===== config.mk =====
export PLATFORM = sky130hd
export DESIGN_NAME = xcvr_rst_seq
export DESIGN_NICKNAME = d
export VERILOG_FILES = /design/src/rtl/xcvr_rst_seq.sv
export SDC_FILE = /design/constraint.sdc
export NUM_CORES = 1
export LEC_CHECK = 0
export BUFFER_PORTS_ARGS = -buffer_cell sky130_fd_sc_hd__buf_4
export CAP_MARGIN = 5
export CORE_ASPECT_RATIO = 1.25
export CORE_MARGIN = 2
export CORE_UTILIZATION = 45
export CTS_BUF_LIST = sky130_fd_sc_hd__clkbuf_8 sky130_fd_sc_hd__clkbuf_16
export DETAILED_ROUTE_END_ITERATION = 10
export PLACE_DENSITY_LB_ADDON = 0.25
export SETUP_SLACK_MARGIN = 0.15
export SYNTH_ARGS = -nofsm -noshare
export SYNTH_HDL_FRONTEND = slang
export SYNTH_SLANG_ARGS = --single-unit

===== constraint.sdc =====
create_clock -name clk -period 5.33 [get_ports clk]
set_clock_uncertainty 0.2 [all_clocks]
set_input_delay 0.2665 -clock clk [delete_from_list [all_inputs] [get_ports clk]]
set_output_delay 0.2665 -clock clk [all_outputs]
set_load 0.03 [all_outputs]

===== src/rtl/xcvr_rst_seq.sv =====
module xcvr_rst_seq #(
  parameter int LANES       = 4,
  parameter int PLL_RST_CYC = 125000000,
  parameter int LTD_CYC     = 4000
) (
  input  logic             clk,
  input  logic             rst_n,
  input  logic             pll_lock_in,
  input  logic             busy_in,
  input  logic [LANES-1:0] rx_lock_in,
  input  logic             compliance_done,
  output logic             pll_rst,
  output logic             tx_rst,
  output logic             rx_ana_rst,
  output logic             rx_dig_rst,
  output logic             link_ready
);
  localparam int CMAX = (PLL_RST_CYC > LTD_CYC) ? PLL_RST_CYC : LTD_CYC;
  localparam int CW   = $clog2(CMAX + 1);

  typedef enum logic [2:0] {
    ST_PLL, ST_LOCK, ST_TX, ST_CPL, ST_RUN, ST_LOST, ST_SETTLE, ST_PULSE
  } st_t;

  st_t state, state_n;
  logic [CW-1:0] cnt, cnt_n;
  logic [1:0] pll_sq, busy_sq;
  logic [LANES-1:0] lk1, lk2;

  wire pll_s  = pll_sq[1];
  wire busy_s = busy_sq[1];
  wire all_lk = &lk2;

  always_ff @(posedge clk or negedge rst_n)
    if (!rst_n) begin
      pll_sq  <= '0;
      busy_sq <= '0;
      lk1     <= '0;
      lk2     <= '0;
    end else begin
      pll_sq  <= {pll_sq[0], pll_lock_in};
      busy_sq <= {busy_sq[0], busy_in};
      lk1     <= rx_lock_in;
      lk2     <= lk1;
    end

  always_comb begin
    state_n = state;
    cnt_n   = cnt;
    case (state)
      ST_PLL:
        if (cnt == CW'(PLL_RST_CYC - 1)) begin
          state_n = ST_LOCK;
          cnt_n   = '0;
        end else cnt_n = cnt + 1'b1;
      ST_LOCK:
        if (pll_s) state_n = ST_TX;
      ST_TX:
        if (busy_s) cnt_n = '0;
        else if (cnt == CW'(1)) begin
          state_n = ST_CPL;
          cnt_n   = '0;
        end else cnt_n = cnt + 1'b1;
      ST_CPL:
        if (compliance_done) state_n = ST_RUN;
      ST_RUN:
        if (!all_lk) state_n = ST_LOST;
      ST_LOST:
        if (all_lk) begin
          state_n = ST_SETTLE;
          cnt_n   = '0;
        end
      ST_SETTLE:
        if (!all_lk) state_n = ST_LOST;
        else if (cnt == CW'(LTD_CYC - 1)) begin
          state_n = ST_PULSE;
          cnt_n   = '0;
        end else cnt_n = cnt + 1'b1;
      ST_PULSE:
        if (cnt == CW'(1)) begin
          state_n = ST_RUN;
          cnt_n   = '0;
        end else cnt_n = cnt + 1'b1;
      default: state_n = ST_PLL;
    endcase
    if (state != ST_PLL && state != ST_LOCK && !pll_s) begin
      state_n = ST_PLL;
      cnt_n   = '0;
    end
  end

  wire early = (state_n == ST_PLL) || (state_n == ST_LOCK);

  always_ff @(posedge clk or negedge rst_n)
    if (!rst_n) begin
      state      <= ST_PLL;
      cnt        <= '0;
      pll_rst    <= 1'b1;
      tx_rst     <= 1'b1;
      rx_ana_rst <= 1'b1;
      rx_dig_rst <= 1'b1;
      link_ready <= 1'b0;
    end else begin
      state      <= state_n;
      cnt        <= cnt_n;
      pll_rst    <= state_n == ST_PLL;
      tx_rst     <= early;
      rx_ana_rst <= early || state_n == ST_TX;
      rx_dig_rst <= early || state_n == ST_TX || state_n == ST_PULSE;
      link_ready <= state_n == ST_RUN;
    end
endmodule


==> results of run 1 <==
[worst max-delay path: cells and delay by family (launching register included)]
family	cells	cell delay, ns
compound gates	2	0.30
flops	1	0.45
simple gates	4	1.93
[registers in the layout, summed over array words and instances (netlist names)]
| name | count |
|---|---|
| link_ready | 1 |
| state | 3 |
| rx_ana_rst | 1 |
| cnt | 27 |
| busy_sq | 2 |
| lk1 | 4 |
| pll_sq | 2 |
| lk2 | 4 |
| rx_dig_rst | 1 |
| tx_rst | 1 |
| pll_rst | 1 |
[synthesized netlist by cell type, drive strengths merged, types with 2 or more instances]
library cell   n
or2            3
nand4         14
nand2         21
dfstp          4
a21boi         2
nor4           5
or3            5
nor3           8
dfrtp         43
ha             2
nor2b          2
and4           3
inv            7
xnor2          5
o31ai          7
a31oi         10
clkbuf         8
mux2i          3
or4            2
nand2b         2
nand3b         2
o21ai         12
nor4b          2
a21oi          7
and2           4
buf            4
o22ai          5
nand4b         2
a22oi          7
xor2           2
and3           9
nor2          17
nand3         12
nor3b          2
[kinds of logic after synthesis]
family | count (synthesis)
buf+inv | 20
compound gates | 58
simple gates | 117
fa+ha+maj | 3
xor+xnor | 7
flops | 47
mux | 3
[routing by layer]
metal | GRT usage, % | routed length (um) | vias to the layer above
met2 | 33.1 | 2790 | 42
met5 | 0 | 0 | -
met3 | 3.01 | 155 | 7
met4 | 7.03 | 84 | 0
li1 | - | - | 989
met1 | 24.9 | 2460 | 979
[power by group through the flow]
stage / Combinational, uW / Clock (uW) / Sequential, uW
floorplan: 250 / 0 / 458
global placement: 337 / 0 / 446
detailed placement: 337 / 0 / 448
CTS: 343 / 275 / 442
global route: 378 / 292 / 449
finish: 342 / 271 / 442
[cells in the final DEF, fill, tap and decap left out, types with 2 or more instances in the layout]
master and count:
dfrtp_1 43, nand2_1 20, nor2_1 17, buf_4 15, nand4_1 14, nand3_1 12, a31oi_1 10, and3_1 9
inv_1 7, nor3_1 7, o21ai_0 7, o31ai_1 7, dlygate4sd3_1 7, a21oi_1 6, a22oi_2 6, nor4_1 5
or3_1 5, xnor2_1 5, clkbuf_8 5, and2_1 4, o21ai_1 4, o22ai_1 4, dfstp_2 4, and4_1 3
mux2i_1 3, or2_2 3, or4_4 2, nor4b_1 2, nor3b_1 2, a21boi_1 2, nand2b_1 2, xor2_1 2
nor2b_1 2, nand3b_1 2, ha_1 2
[final timing paths]
| path | start | to | slack [ns] | cells after the start |
|---|---|---|---|---|
| worst max register to register | cnt[18]$_DFFE_PN0P_ | cnt[1]$_DFFE_PN0P_ | 2.32 | 6 |
| worst max-delay path | cnt[18]$_DFFE_PN0P_ | cnt[1]$_DFFE_PN0P_ | 2.32 | 6 |
| worst min-delay path | compliance_done | state[2]$_DFF_PN0_ | 0.1 | 3 |
| max in group asynchronous | rst_n | busy_sq[1]$_DFF_PN0_ | 4.24 | 2 |
| worst min register to register | lk1[3]$_DFF_PN0_ | lk2[3]$_DFF_PN0_ | 0.15 | 0 |
| min in group asynchronous | rst_n | cnt[5]$_DFFE_PN0P_ | 0.29 | 2 |
[through the flow]
step	setup slack [ns]	hold slack, ns	cell area [sq um]	total power (uW)	util [%]
after floorplan	2.81	-0.229	2510	708	-
after detailed placement	2.36	0.111	2640	786	48.9
after global placement	2.37	0.110	2640	783	48.9
after global routing	2.19	0.122	2830	1120	52.4
after CTS	2.34	0.0922	2830	1060	52.4
final	2.32	0.0951	2830	1060	52.4
[final cells by class]
class / instances / area, sq um / share of cell area, %
sequential: 47 / 1180 / 41.7
inverter: 8 / 30.0 / 1.06
tap: 64 / 80.1 / 2.83
clock inverter: 3 / 47.5 / 1.68
timing repair buffer: 22 / 183 / 6.45
multi-input combinational: 188 / 1240 / 43.8
clock buffer: 5 / 68.8 / 2.43
==> impl_metrics.env, run 1 <==
export IMPL_num_antenna_cells=0
export IMPL_synthArstFlopShare_pct=100
export IMPL_hpwl_um=3700
export IMPL_period_share_pct=56.5
export IMPL_vias=2017
export IMPL_die_y_um=87.5
export IMPL_fmax_mhz=332
export IMPL_p_sw_uw=397
export IMPL_cts_resized=0
export IMPL_crit_path_start_kind="flop"
export IMPL_p_comb_share_pct=32.5
export IMPL_synth_area_sq_um=2510
export IMPL_grt_max_degree=48
export IMPL_crit_chain="or4_4 > or4_4 > o21ai_4 > nand4b_4 > nand2_2 > o22ai_1"
export IMPL_first_pass_iters=4
export IMPL_slowest_stage="or4_4"
export IMPL_viasPerCell=5.99
export IMPL_relSlewSlack_pct=61.7
export IMPL_dieWidth_um=70.8
export IMPL_synth_top_family_by_area="simple AND/OR/NAND/NOR gates"
export IMPL_slew_viol_final=0
export IMPL_yosysTopAreaCellShare_pct=42.9
export IMPL_worst_pin_slew_ns=0.574
export IMPL_synth_adder_area_share_pct=1.40
export IMPL_synth_area_mux_share_pct=1.20
export IMPL_grt_pass1_wl_um=9540
export IMPL_cts_tree="built"
export IMPL_synth_edf_count=0
export IMPL_syn_mean_instance_area_sq_um=9.84
export IMPL_core_area_sq_um=5410
export IMPL_syn_to_final_growth_pct=12.8
export IMPL_detail_route_antenna_nets=0
export IMPL_row_count=30
export IMPL_switching_share_pct=37.6
export IMPL_first_global_vias=2039
export IMPL_power_density_nw_per_um2=373
export IMPL_maxCapViolations=0
export IMPL_cts_root_buf="clkbuf_8"
export IMPL_drcViolationCount=0
export IMPL_pin_count=14
export IMPL_clockPowerShare_pct=25.7
export IMPL_start_util_pct=46.4
export IMPL_min_path_type="input port to flop"
export IMPL_fill_cells=517
export IMPL_min_period_ns=3.01
export IMPL_port_buffers=13
export IMPL_tritoncts_num_buffers=5
export IMPL_fin_cells=337
export IMPL_synth_simple_area_share_pct=27.0
export IMPL_synth_xor_area_share_pct=2.44
export IMPL_place_inst=322
export IMPL_drive_gt1_share_pct=16.5
export IMPL_drtIter0Drc=157
export IMPL_synth_nets=266
export IMPL_yosysWarnings=0
export IMPL_synth_area_leaders="dfrtp_1, dfstp_2, nand4_1"
export IMPL_tns_ns=0
export IMPL_clkSinkCount=47
export IMPL_setup_violations_final=0
export IMPL_post_drt_wl_per_cell_um=16.3
export IMPL_clk_path_buf_depth=2
export IMPL_p_leak_uw=0.00111
export IMPL_clk_pin_slew_ns=0.10
export IMPL_antenna_found_initial=0
export IMPL_htreeDepth=2
export IMPL_ir_drop_v=0.000154
export IMPL_crit_required_ns=5.30
export IMPL_synth_seq_cells=47
export IMPL_cts_hold_buffers=7
export IMPL_rsz0062_at_grt="no"
export IMPL_yosysTopAreaCell="dfrtp_1"
export IMPL_postSynth_topFlopCell="dfrtp_1"
export IMPL_crit_top_cell="or4_4"
export IMPL_grt_remaining_overflow=0
export IMPL_netlist_instances=255
export IMPL_nets=283
export IMPL_power_internal_uw=659
export IMPL_cp_max_fo=24
export IMPL_post_cts_buffers=0
export IMPL_max_stage_delay_ns=0.58
export IMPL_hold_violations=0
export IMPL_clock_latency_ns=0.31
export IMPL_worstPathArrival_ns=2.99
export IMPL_setup_worst_path_class="flop to flop"
export IMPL_gp_congestion=0.874
export IMPL_synth_compound_area_share_pct=17.1
export IMPL_cp_end_kind="flop"
export IMPL_gr_usage_all_layers_pct=19.3
export IMPL_yosysSeqAreaShare_pct=47.1
export IMPL_drt_wl_total_um=5490
export IMPL_fp_dieArea_sq_um=6200
export IMPL_outcome="complete, no violations"
export IMPL_power_frac_seq_pct=41.9
export IMPL_synth_cell_types=55
Note: power is estimated with default switching activity, not from simulation.
==> run 2, diff against run 1 <==
==> constraint.sdc (replaced) <==
create_clock -name clk -period 3.1 [get_ports clk]
set_clock_uncertainty 0.2 [all_clocks]
set_input_delay 0.155 -clock clk [delete_from_list [all_inputs] [get_ports clk]]
set_output_delay 0.155 -clock clk [all_outputs]
set_load 0.03 [all_outputs]
==> run 2 against run 1 <==
  * Count of clock-buffer cells in the layout is the same
  * Fmax grew 7.3%
  * Sequential cell count is the same
  * Non-clock buffer count grew 13
  * Largest cell class unchanged
==> impl_metrics.env, run 2 (synthesis results as in run 1) <==
export IMPL_port_buffers=13
export IMPL_clock_latency_ns=0.31
export IMPL_cp_end_kind="flop"
export IMPL_gr_usage_all_layers_pct=20.9
export IMPL_rsz0062_at_grt="no"
export IMPL_fin_cells=350
export IMPL_post_drt_wl_per_cell_um=17.3
export IMPL_grtUsageMet3_pct=3.36
export IMPL_fp_dieArea_sq_um=6200
export IMPL_top_register="cnt"
export IMPL_drive_gt1_share_pct=20.3
export IMPL_grt_util_met1_pct=27.0
export IMPL_num_antenna_cells=0
export IMPL_p_comb_share_pct=34.4
export IMPL_hpwl_um=4110
export IMPL_critical_path_top_delay_family="simple AND/OR/NAND/NOR gates"
export IMPL_cts_root_buf="clkbuf_8"
export IMPL_slowest_stage="or4_4"
export IMPL_htreeDepth=2
export IMPL_fmax_mhz=356
export IMPL_power_frac_seq_pct=40.5
export IMPL_syn_to_final_growth_pct=17.0
export IMPL_die_y_um=87.5
export IMPL_core_area_sq_um=5410
export IMPL_outcome="complete, no violations"
export IMPL_clkSinkCount=47
export IMPL_relSlewSlack_pct=60.0
export IMPL_crit_top_cell="or4_4"
export IMPL_gr_max_usage_layer="met2"
export IMPL_setup_violations_final=0
export IMPL_maxCapViolations=0
export IMPL_ir_drop_v=0.000303
export IMPL_period_share_pct=90.6
export IMPL_path_buf_inv=1
export IMPL_fill_cells=502
export IMPL_min_period_ns=2.81
export IMPL_switching_share_pct=37.6
export IMPL_slew_viol_final=0
export IMPL_largestRegisters="cnt (27), lk1 (4), lk2 (4)"
export IMPL_clockPowerShare_pct=25.1
export IMPL_grt_max_degree=48
export IMPL_grt_remaining_overflow=0
export IMPL_drt_wl_total_um=6070
export IMPL_cts_tree="built"
export IMPL_vias=2153
export IMPL_grt_pass1_wl_um=10200
export IMPL_drcViolationCount=0
export IMPL_dieWidth_um=70.8
export IMPL_power_density_nw_per_um2=636
export IMPL_mostFrequentLayoutCells="dfrtp_1, buf_4, nand2_1, nor2_1, nand4_1"
export IMPL_row_count=30
export IMPL_use_met2_pct=35.4
export IMPL_crit_chain="or4_4 > or4_4 > o21ai_4 > nand4b_4 > buf_4 > a22oi_1 > o31ai_1"
export IMPL_p_leak_uw=0.00117
export IMPL_largest_reg_flops=27
export IMPL_clk_path_buf_depth=2
export IMPL_tritoncts_num_buffers=5
export IMPL_crit_required_ns=3.09
export IMPL_worst_pin_slew_ns=0.600
export IMPL_viasPerCell=6.15
export IMPL_pin_count=14
export IMPL_cp_max_fo=11
export IMPL_p_sw_uw=701
export IMPL_min_path_type="flop to flop"
export IMPL_drtIter0Drc=252
export IMPL_nets=296
export IMPL_place_inst=331
export IMPL_hold_violations=0
export IMPL_worstPathArrival_ns=2.80
export IMPL_first_global_vias=2051
export IMPL_clk_pin_slew_ns=0.09
export IMPL_tns_ns=0
export IMPL_setup_worst_path_class="flop to flop"
export IMPL_detail_route_antenna_nets=0
export IMPL_first_pass_iters=6
export IMPL_crit_path_start_kind="flop"
export IMPL_start_util_pct=46.4
export IMPL_layout_commonest_cell="dfrtp_1"
export IMPL_antenna_found_initial=0
export IMPL_max_stage_delay_ns=0.57
export IMPL_power_internal_uw=1170
export IMPL_gp_congestion=0.850
## run 2: cell type report
cell class              count  area [sq um]  area share [%]
clock buffers               5          68.8            2.34
clock inverters             3          47.5            1.62
inverters                   8          30.0            1.02
multi-input cells         188          1250            42.4
flip-flops and latches     47          1180            40.2
well taps                  64          80.1            2.73
repair buffers             35           283            9.63
## run 2: power by group through the flow
stage / sequential [uW] / combinational (uW) / clock, uW
5_1_grt: 770 / 691 / 504
2_1_floorplan: 787 / 430 / 0
3_5_place_dp: 767 / 595 / 0
6_report: 757 / 641 / 468
3_3_place_gp: 765 / 585 / 0
4_1_cts: 754 / 609 / 478
## run 2: layer usage
| layer | routed length [um] | vias to the layer above |
|---|---|---|
| met4 | 176 | 0 |
| li1 | - | 1017 |
| met5 | 0 | - |
| met2 | 3030 | 84 |
| met1 | 2480 | 1037 |
| met3 | 386 | 15 |
## run 2: final timing paths
kind | from | end | slack (ns) | cells after the start
max in group asynchronous | rst_n | cnt[17]$_DFFE_PN0P_ | 2.09 | 2
min in group asynchronous | rst_n | cnt[0]$_DFFE_PN0P_ | 0.19 | 2
max | cnt[18]$_DFFE_PN0P_ | cnt[18]$_DFFE_PN0P_ | 0.29 | 7
max reg2reg | cnt[18]$_DFFE_PN0P_ | cnt[18]$_DFFE_PN0P_ | 0.29 | 7
min reg2reg | pll_sq[0]$_DFF_PN0_ | pll_sq[1]$_DFF_PN0_ | 0.16 | 0
min | pll_sq[0]$_DFF_PN0_ | pll_sq[1]$_DFF_PN0_ | 0.16 | 0
## run 2: timing repair
item | in CTS | in global routing
endpoints found under the setup margin | 0 | 17
hold buffers | 8 | 0
hold endpoints to repair | 51 | 0
buffers inserted | 0 | 3
gates resized for setup | 0 | 1
## run 2: worst register-to-register path, stage by stage (launching register included)
cell and delay (ns):
dfrtp_1 0.46, or4_4 0.55, or4_4 0.57, o21ai_4 0.16, nand4b_4 0.23, buf_4 0.26
a22oi_1 0.17, o31ai_1 0.10
## run 2: stage by stage
stage | area [sq um] | hold slack (ns) | util [%] | setup slack [ns] | power, uW
after floorplan | 2510 | -0.341 | - | 0.576 | 1220
after global placement | 2710 | -0.00272 | 50.2 | 0.316 | 1350
after detailed placement | 2710 | 0.00485 | 50.2 | 0.238 | 1360
after CTS | 2910 | 0.159 | 53.8 | 0.227 | 1840
after global routing | 2940 | 0.164 | 54.3 | 0.166 | 1970
final | 2940 | 0.158 | 54.3 | 0.292 | 1870
==> run 3, diff against run 2 <==
--- a/config.mk
+++ b/config.mk
@@ -9,7 +9,7 @@
 export CAP_MARGIN = 5
 export CORE_ASPECT_RATIO = 1.25
 export CORE_MARGIN = 2
-export CORE_UTILIZATION = 45
+export CORE_UTILIZATION = 60
 export CTS_BUF_LIST = sky130_fd_sc_hd__clkbuf_8 sky130_fd_sc_hd__clkbuf_16
 export DETAILED_ROUTE_END_ITERATION = 10
 export PLACE_DENSITY_LB_ADDON = 0.25
==> run 3 against run 2 <==
  * Setup slack improved by 0.049 ns
  * Hold slack got worse by 0.14 ns
  * Register-to-register slack improved by 0.05 ns
  * Largest power group unchanged
  * Die area fell by 24%
  * Wire length fell by 5.7%
  * Clock power rose by 12%
  * Combinational power fell by 2%
  * Global-route usage rose by 5.5 points
  * Count of clock-buffer cells in the layout did not move
  * Final cell count fell by 4.3%
  * Highest routed layer unchanged
  * Via count fell by 1.5%
==> impl_metrics.env, run 3 (synthesis results as in run 1) <==
export IMPL_die_y_um=76.3
export IMPL_first_global_vias=1983
export IMPL_min_to="state[2]$_DFF_PN0_"
export IMPL_row_count=26
export IMPL_worstPathArrival_ns=2.74
export IMPL_grt_remaining_overflow=0
export IMPL_top_register="cnt"
export IMPL_nets=289
export IMPL_power_density_nw_per_um2=663
export IMPL_detail_route_antenna_nets=0
export IMPL_relSlewSlack_pct=61.6
export IMPL_htreeDepth=2
export IMPL_gr_usage_all_layers_pct=26.4
export IMPL_setup_violations_final=0
export IMPL_path_buf_inv=1
export IMPL_whs_path_depth=3
export IMPL_place_ws_ns=0.364
export IMPL_fp_dieArea_sq_um=4720
export IMPL_post_drt_wl_per_cell_um=17.1
export IMPL_period_share_pct=89.0
export IMPL_tns_ns=0
export IMPL_grt_pass1_wl_um=9380
export IMPL_setup_ws_ns=0.341
export IMPL_maxCapViolations=0
export IMPL_clk_path_buf_depth=2
export IMPL_cp_max_fo=9
export IMPL_clock_latency_ns=0.30
export IMPL_drcViolationCount=0
export IMPL_syn_to_final_growth_pct=14.8
export IMPL_crit_top_cell="or4_4"
export IMPL_drive_gt1_share_pct=17.9
export IMPL_cts_root_buf="clkbuf_8"
export IMPL_reg2reg_to="cnt[6]$_DFFE_PN0P_"
export IMPL_pin_count=14
export IMPL_crit_chain="or4_4 > or4_4 > o21ai_4 > nand4b_4 > buf_4 > a31oi_1 > o22ai_1"
export IMPL_crit_required_ns=3.08
export IMPL_p_leak_uw=0.00115
export IMPL_crit_path_start_kind="flop"
export IMPL_regToRegStartpoint="cnt[18]$_DFFE_PN0P_"
export IMPL_grt_max_degree=48
export IMPL_min_from="compliance_done"
export IMPL_port_buffers=13
export IMPL_core_area_sq_um=4070
export IMPL_worst_pin_slew_ns=0.577
export IMPL_gp_congestion=0.917
export IMPL_cp_end_kind="flop"
export IMPL_dieWidth_um=61.9
export IMPL_rsz0062_at_grt="no"
export IMPL_largestRegisters="cnt (27), lk1 (4), lk2 (4)"
export IMPL_rrSetupSlack_ns=0.34
export IMPL_cts_tree="built"
export IMPL_vias=2121
export IMPL_num_antenna_cells=0
export IMPL_reg2reg_depth=7
export IMPL_hold_violations=0
export IMPL_critPathLaunch="cnt[18]$_DFFE_PN0P_"
export IMPL_layout_commonest_cell="dfrtp_1"
export IMPL_first_pass_iters=4
export IMPL_post_cts_buffers=0
export IMPL_slowest_stage="or4_4"
export IMPL_slew_viol_final=0
export IMPL_antenna_found_initial=0
export IMPL_viasPerCell=6.33
export IMPL_mostFrequentLayoutCells="dfrtp_1, buf_4, nand2_1, nor2_1, nand4_1"
export IMPL_clkSinkCount=47
export IMPL_min_path_type="input port to flop"
export IMPL_clk_pin_slew_ns=0.08
export IMPL_outcome="complete, no violations"
export IMPL_max_stage_delay_ns=0.57
export IMPL_drt_wl_total_um=5720
export IMPL_fmax_mhz=362
export IMPL_setup_worst_path_class="flop to flop"
export IMPL_hpwl_um=3860
export IMPL_start_util_pct=61.7
export IMPL_min_period_ns=2.76
export IMPL_largest_reg_flops=27
export IMPL_ir_drop_v=0.000434
export IMPL_tritoncts_num_buffers=5
export IMPL_drtIter0Drc=196
export IMPL_critical_path_top_delay_family="simple AND/OR/NAND/NOR gates"
-- run 3: cell types whose count changed in the layout (fill, tap and decap cells not counted) --
cell	before	now
dlygate4sd3_1	8	7
clkinv_4	1	0
bufinv_16	1	2
buf_4	27	21
inv_1	7	8
nor4b_2	1	0
nor4b_1	1	2
inv_6	1	0
-- run 3: final cells by class --
type / instances / area, sq um
multi-input cells: 188 / 1240
fillers: 311 / 1180
flip-flops and latches: 47 / 1180
repair buffers: 28 / 228
well taps: 56 / 70.1
clock buffers: 5 / 68.8
clock inverters: 3 / 63.8
inverters: 8 / 30.0
-- run 3: worst max-delay path by stage --
stage	slack, ns	to	depth (start not counted)
after floorplan	0.58	cnt[18]$_DFFE_PN0P_	7
after global placement	0.42	cnt[6]$_DFFE_PN0P_	7
after detailed placement	0.36	cnt[6]$_DFFE_PN0P_	7
after CTS	0.36	cnt[6]$_DFFE_PN0P_	7
after global routing	0.26	cnt[6]$_DFFE_PN0P_	7
final	0.34	cnt[6]$_DFFE_PN0P_	7
-- run 3: worst register-to-register path: stages, from the launching register on --
cell and delay (ns):
dfrtp_1 0.45, or4_4 0.55, or4_4 0.57, o21ai_4 0.16
nand4b_4 0.22, buf_4 0.24, a31oi_1 0.16, o22ai_1 0.09
-- run 3: power by group --
| group | switching, uW | leakage (uW) | internal (uW) |
|---|---|---|---|
| Sequential | 68.4 | 0.000609 | 691 |
| Combinational | 411 | 0.000470 | 218 |
| Clock | 203 | 0.0000695 | 319 |
-- run 3: repair_timing --
action	4_1_cts	5_1_grt
endpoints found under the hold margin	49	0
hold buffers	7	0
gates resized for setup	0	0
-- run 3: per-stage QoR --
step	util [%]	total power [uW]	cell area, sq um	std cells	hold slack, ns
after floorplan	-	1220	2510	255	-0.341
after global placement	65.9	1380	2680	320	-0.0119
after detailed placement	65.9	1390	2680	320	-0.00103
after CTS	70.9	1920	2880	335	0.0144
after global routing	70.9	2020	2880	335	0.0218
final	70.9	1910	2880	335	0.0183
-- run 3: layer usage --
layer	up-vias	part of all wire, %	GRT usage, %
li1	1009	-	-
met2	73	51	42.6
met1	1023	41	33.9
met5	-	0	0
met4	0	2.6	10.4
met3	16	5.4	4.75
